--- src/rtl/pkdet_pkg.sv ---
package pkdet_pkg;
    parameter int SMP_W   = 12;
    parameter int SHIFT_W = 3;

    typedef logic [SMP_W-1:0]   smp_t;
    typedef logic [SHIFT_W-1:0] shamt_t;

    typedef struct packed {
        logic vld;
        smp_t val;
    } flow_t;

    // held value after one decay step: fraction set by shift, at least 1, floored at 0
    function automatic smp_t decay_next(smp_t held, shamt_t sh);
        smp_t step;
        step = held >> sh;
        if (step == '0) step = smp_t'(1);
        return (held > step) ? (held - step) : '0;
    endfunction

    // positive part of the first difference
    function automatic smp_t rise_part(smp_t cur, smp_t prev);
        return (cur > prev) ? (cur - prev) : '0;
    endfunction
endpackage

--- src/rtl/pkdet_follower.sv ---
module pkdet_follower
    import pkdet_pkg::*;
(
    input  logic   clk,
    input  logic   rst,
    input  flow_t  d_i,
    input  shamt_t shift_i,
    output flow_t  q_o
);
    smp_t held_q;
    logic vld_q;

    always_ff @(posedge clk) begin
        if (rst) begin
            held_q <= '0;
            vld_q  <= 1'b0;
        end else begin
            vld_q <= d_i.vld;
            if (d_i.vld) begin
                if (d_i.val > held_q) held_q <= d_i.val;
                else                  held_q <= decay_next(held_q, shift_i);
            end
        end
    end

    assign q_o = '{vld: vld_q, val: held_q};
endmodule

--- src/rtl/pkdet_sharpen.sv ---
module pkdet_sharpen
    import pkdet_pkg::*;
(
    input  logic  clk,
    input  logic  rst,
    input  flow_t d_i,
    output flow_t q_o
);
    smp_t prev_q;
    smp_t diff_q;
    logic vld_q;

    always_ff @(posedge clk) begin
        if (rst) begin
            prev_q <= '0;
            diff_q <= '0;
            vld_q  <= 1'b0;
        end else begin
            vld_q <= d_i.vld;
            if (d_i.vld) begin
                diff_q <= rise_part(d_i.val, prev_q);
                prev_q <= d_i.val;
            end
        end
    end

    assign q_o = '{vld: vld_q, val: diff_q};
endmodule

--- src/rtl/pkdet_oneshot.sv ---
module pkdet_oneshot
    import pkdet_pkg::*;
#(
    parameter int HOLD_W = 8
) (
    input  logic              clk,
    input  logic              rst,
    input  flow_t             d_i,
    input  smp_t              thr_i,
    input  logic [HOLD_W-1:0] holdoff_i,
    output logic              strobe_o
);
    logic [HOLD_W-1:0] block_q;

    always_ff @(posedge clk) begin
        if (rst) begin
            block_q  <= '0;
            strobe_o <= 1'b0;
        end else begin
            strobe_o <= 1'b0;
            if (d_i.vld) begin
                if (block_q != '0) begin
                    block_q <= block_q - 1'b1;
                end else if (d_i.val > thr_i) begin
                    strobe_o <= 1'b1;
                    block_q  <= holdoff_i;
                end
            end
        end
    end
endmodule

--- src/rtl/pkdet_top.sv ---
module pkdet_top
    import pkdet_pkg::*;
#(
    parameter int HOLD_W     = 8,
    parameter int NUM_PASSES = 2
) (
    input  logic                          clk,
    input  logic                          rst,
    input  logic                          in_valid,
    input  logic [pkdet_pkg::SMP_W-1:0]   in_sample,
    input  logic [pkdet_pkg::SHIFT_W-1:0] decay_shift,
    input  logic [pkdet_pkg::SMP_W-1:0]   peak_thr,
    input  logic [HOLD_W-1:0]             holdoff,
    output logic                          peak_strobe
);
    localparam int N_LINKS = 2 * NUM_PASSES + 1;

    flow_t link [N_LINKS];
    smp_t  first_hold;

    assign link[0]    = '{vld: in_valid, val: in_sample};
    assign first_hold = link[1].val;

    for (genvar p = 0; p < NUM_PASSES; p++) begin : g_pass
        pkdet_follower u_follow (
            .clk     (clk),
            .rst     (rst),
            .d_i     (link[2*p]),
            .shift_i (decay_shift),
            .q_o     (link[2*p+1])
        );
        pkdet_sharpen u_sharp (
            .clk (clk),
            .rst (rst),
            .d_i (link[2*p+1]),
            .q_o (link[2*p+2])
        );
    end

    pkdet_oneshot #(.HOLD_W(HOLD_W)) u_shot (
        .clk       (clk),
        .rst       (rst),
        .d_i       (link[N_LINKS-1]),
        .thr_i     (peak_thr),
        .holdoff_i (holdoff),
        .strobe_o  (peak_strobe)
    );
endmodule

--- config.mk ---
export PLATFORM = sky130hd
export DESIGN_NAME = pkdet_top
export DESIGN_NICKNAME = d
export VERILOG_FILES = /design/src/rtl/pkdet_pkg.sv /design/src/rtl/pkdet_follower.sv /design/src/rtl/pkdet_sharpen.sv /design/src/rtl/pkdet_oneshot.sv /design/src/rtl/pkdet_top.sv
export SDC_FILE = /design/constraint.sdc
export NUM_CORES = 1
export LEC_CHECK = 0
export BUFFER_PORTS_ARGS = -buffer_cell sky130_fd_sc_hd__buf_4
export CORE_MARGIN = 10
export CORE_UTILIZATION = 60
export CTS_BUF_LIST = sky130_fd_sc_hd__clkbuf_8
export DETAILED_ROUTE_END_ITERATION = 10
export PLACE_DENSITY_LB_ADDON = 0.3
export SLEW_MARGIN = 0
export SYNTH_ARGS = -nofsm -noshare
export SYNTH_HDL_FRONTEND = slang
export SYNTH_SLANG_ARGS = --single-unit
export TNS_END_PERCENT = 100
--- constraint.sdc ---
create_clock -name clk -period 4.1 [get_ports clk]
set_input_delay 0.82 -clock clk [delete_from_list [all_inputs] [get_ports clk]]
set_output_delay 0.82 -clock clk [all_outputs]
set_load 0.05 [all_outputs]
==> impl_metrics.toml <==
[route]
initialDrtViolationCount = 569
vias_per_cell = 6.21
via_count = 6825
wl_per_cell_um = 17.0
total_wire_length_after_detailed_routing_um = 18600
drtAntennaViolNets = 0
drt-pass1-iter-count = 5
detail_route.drc_violations = 0

[placed_design]
dp.cells = 1083
place.port_buffers = 38
pre_cts_slack_ps = 2.90
finalWeightedCongestion = 0.919
placement.cell_area_mm2 = 0.00778
dp_wirelength_um = 14400

[clock_network]
clkSinkCount = 85
htreeDepth = 3
tritoncts.num_buffers = 9
cts_root_buf = "sky130_fd_sc_hd__clkbuf_8"
post_cts_buffers = 0
cts_tree = "built"
ctsResizeCount = 0
maximum_root_to_sink_buffer_count = 2
holdBufCountCts = 0
clock_latency_ps = 380
clk_pin_slew_worst_paths_ps = 100

[yosys]
synth_seq_area_share_pct = 23.3
cell_type_with_the_largest_total_area_after_synthesis = "sky130_fd_sc_hd__dfxtp_1"
main_flop_type_after_synthesis = "sky130_fd_sc_hd__dfxtp_1"
yosys.cell_count.top_type = "sky130_fd_sc_hd__inv_1"
synth.yosys.warnings = 0
synth.top_cells.by_area = "sky130_fd_sc_hd__dfxtp_1 (23%), sky130_fd_sc_hd__ha_1 (15%), sky130_fd_sc_hd__mux2i_1 (6.4%), sky130_fd_sc_hd__inv_1 (5.2%), sky130_fd_sc_hd__a21oi_1 (5.1%)"
yosys.cell_types.count = 75
synth_top_area_share_pct = 23.3
ys_ff_latch = 85
synth-edff-count = 0
synth_fp_nets = 1042
synth_async_sr_flop_share_pct = 0
netlist_area_mm2 = 0.00731
synth_area_per_cell_um2 = 8.00
synthesis.instances = 914
synth_top_cells_by_count = "sky130_fd_sc_hd__inv_1 (102), sky130_fd_sc_hd__ha_1 (86), sky130_fd_sc_hd__dfxtp_1 (85)"

[layout]
drive_gt1_share_pct = 9.87
multi_input_combinational_cell_area_mm2 = 0.00506
filler_cell_count = 1044
layout.nets = 1075
antennaDiodeCount = 0
area_added_between_synthesis_and_finish_pct = 9.84
layout.cell_area.non_filler_mm2 = 0.00803
seqCellArea_mm2 = 0.00170
layoutNonFillerInstCount = 1099

[setup_path]
critical_path.reg2reg.startpoint = "g_pass[0].u_follow.held_q[7]$_SDFFE_PP0P_"
slowest_delay_ps = 390
crit_path_cell_trace = "buf_4, buf_4, mux2i_1, mux2i_1, o21ai_0, o211ai_1, o31ai_1, ha_1, inv_1, fa_1, nand3_1, a21oi_1, o31ai_1, a21oi_1, nand3_2, o221ai_1"
startpoint = "decay_shift[0]"
cp_data_arrival_time_ps = 3970
worst_r2r_path_depth = 14
critical_path.startpoint_type = "input pin"
path_class = "in2reg"
critPathSlowestCell = "sky130_fd_sc_hd__fa_1"
crit_path_end = "g_pass[0].u_follow.held_q[9]$_SDFFE_PP0P_"
worstPathRequired_ps = 4360
regToRegSetupSlack_ps = 600
cp-end-kind = "flip-flop"
crit_path_max_fanout = 10
r2r-end = "g_pass[0].u_follow.held_q[9]$_SDFFE_PP0P_"

[grt]
overflow = 0
grt_first_pass_wirelength_um = 30000
grt_max_degree = 39
grt_pass1_vias = 6320
antenna_found_initial = 0
global_route_usage_over_all_layers_pct = 21.7

[floorplan]
die_w_um = 130
area_enclosed_by_the_die_boundary_mm2 = 0.0170
floorplan.initialDensity_pct = 61.1
boundaryPins = 39
floorplan.core_area_mm2 = 0.0120
row_count = 40
die_y_um = 130

[timing]
slew_headroom_pct = 41.7
worst_margin_pin_slew_ps = 852
setup_ws_ps = 389
report.final.hold_viol_count = 0
timing.final.crit_period_ps = 3710
worst_clock_skew_ps = 16.4
highest_clock_frequency_the_design_can_meet_ghz = 0.269
setup_viol = 0
timing.final.crit_share_pct = 90.5
hold-worst-slack_ps = 478
timing_max_transition_violations_final = 0
timing.setup.tns_ps = 0
setup_repair_after_global_routing_missed_its_margin = "false"

[run_status]
status = "finished, final reports clean"

[power_and_ir_drop]
vdd_ir_drop_max_v = 0.000354
leakagePower_nw = 3.37
powerDensity_mw_per_mm2 = 533

[hold_path]
hp-class = "reg2reg"

[run]
max_cap_viol_count = 0
-- layout make-up --
cell class / instances / share of cell area [%]
flip-flops and latches: 85 / 21.2
repair buffers: 55 / 5.45
well taps: 147 / 2.29
inverters: 104 / 4.86
clock buffers: 9 / 1.54
clock inverters: 7 / 1.59
multi-input cells: 692 / 63.1
-- report_power, final --
part	internal, mW	switching (mW)
clock network	0.416	0.354
logic	1.07	1.39
registers	0.903	0.146
total	2.39	1.89
-- logic make-up after synthesis --
kind of cell,synth area share (%)
and+or+nand+nor,17.8
AOI/OAI and AO/OA,23.2
buffers and inverters,7.45
adders and majority gates,15.8
DFF,23.3
muxes,9.06
xor gates and xnor gates,3.36
-- sequential cells by signal, indices dropped and copies added (netlist names) --
| signal | flops |
|---|---|
| u_shot.block_q | 8 |
| g_pass.u_sharp.prev_q | 24 |
| g_pass.u_sharp.diff_q | 24 |
| g_pass.u_follow.vld_q | 2 |
| u_shot.strobe_o | 1 |
| g_pass.u_follow.held_q | 24 |
| g_pass.u_sharp.vld_q | 2 |
-- metrics by stage --
stage	utilization [%]	power, mW
finish	67.1	4.28
global route	67.1	4.58
CTS	67.1	4.24
detailed placement	65.0	3.47
global placement	65.0	3.43
floorplan	-	2.89
-- placed cells by master (no fill, tap or decap), types with 6 or more instances in the layout --
| cell type | n |
|---|---|
| sky130_fd_sc_hd__clkbuf_8 | 9 |
| sky130_fd_sc_hd__dfxtp_1 | 85 |
| sky130_fd_sc_hd__and2_1 | 6 |
| sky130_fd_sc_hd__nor2b_1 | 12 |
| sky130_fd_sc_hd__nand4_1 | 26 |
| sky130_fd_sc_hd__nand3_1 | 17 |
| sky130_fd_sc_hd__a22oi_1 | 14 |
| sky130_fd_sc_hd__mux4_2 | 6 |
| sky130_fd_sc_hd__inv_1 | 102 |
| sky130_fd_sc_hd__buf_4 | 53 |
| sky130_fd_sc_hd__nand2b_1 | 11 |
| sky130_fd_sc_hd__o31ai_1 | 6 |
| sky130_fd_sc_hd__a211oi_1 | 12 |
| sky130_fd_sc_hd__o21a_1 | 14 |
| sky130_fd_sc_hd__o21ai_0 | 29 |
| sky130_fd_sc_hd__xnor2_1 | 14 |
| sky130_fd_sc_hd__a21oi_1 | 75 |
| sky130_fd_sc_hd__o211ai_1 | 9 |
| sky130_fd_sc_hd__o221ai_1 | 22 |
| sky130_fd_sc_hd__a21o_1 | 11 |
| sky130_fd_sc_hd__ha_1 | 86 |
| sky130_fd_sc_hd__or3_1 | 7 |
| sky130_fd_sc_hd__a31oi_1 | 7 |
| sky130_fd_sc_hd__mux2i_1 | 47 |
| sky130_fd_sc_hd__xor2_1 | 14 |
| sky130_fd_sc_hd__nand2_1 | 72 |
| sky130_fd_sc_hd__nor3_1 | 12 |
| sky130_fd_sc_hd__nor2_1 | 79 |
-- critical path, delay by kind of cell --
family | cells | cell delay (ps)
AO/OA/AOI/OAI | 7 | 1410
adder cells (fa/ha/maj) | 2 | 590
multiplexers | 2 | 410
buffers and inverters | 3 | 380
AND/OR/NAND/NOR | 2 | 360
-- worst min path at each step --
stage	end	startpoint	slack [ps]	depth (start not counted)
3_3_place_gp	g_pass[1].u_sharp.diff_q[0]$_SDFFE_PP0P_	g_pass[1].u_sharp.diff_q[0]$_SDFFE_PP0P_	450	2
5_1_grt	g_pass[1].u_sharp.diff_q[0]$_SDFFE_PP0P_	g_pass[1].u_sharp.diff_q[0]$_SDFFE_PP0P_	520	2
4_1_cts	g_pass[1].u_sharp.diff_q[0]$_SDFFE_PP0P_	g_pass[1].u_sharp.diff_q[0]$_SDFFE_PP0P_	490	2
3_5_place_dp	g_pass[1].u_sharp.diff_q[0]$_SDFFE_PP0P_	g_pass[1].u_sharp.diff_q[0]$_SDFFE_PP0P_	470	2
6_report	g_pass[1].u_sharp.diff_q[0]$_SDFFE_PP0P_	g_pass[1].u_sharp.diff_q[0]$_SDFFE_PP0P_	480	2
2_1_floorplan	g_pass[1].u_sharp.diff_q[0]$_SDFFE_PP0P_	g_pass[1].u_sharp.diff_q[0]$_SDFFE_PP0P_	450	2
-- routing by layer --
layer	wire, µm	GRT usage, %	up-vias
li1	-	-	3392
met1	8100	27.4	3170
met2	8770	35.8	219
met3	1150	3.71	44
met4	612	9.22	0
met5	0	0	-
No activity file was read; power rests on OpenSTA's default activity.
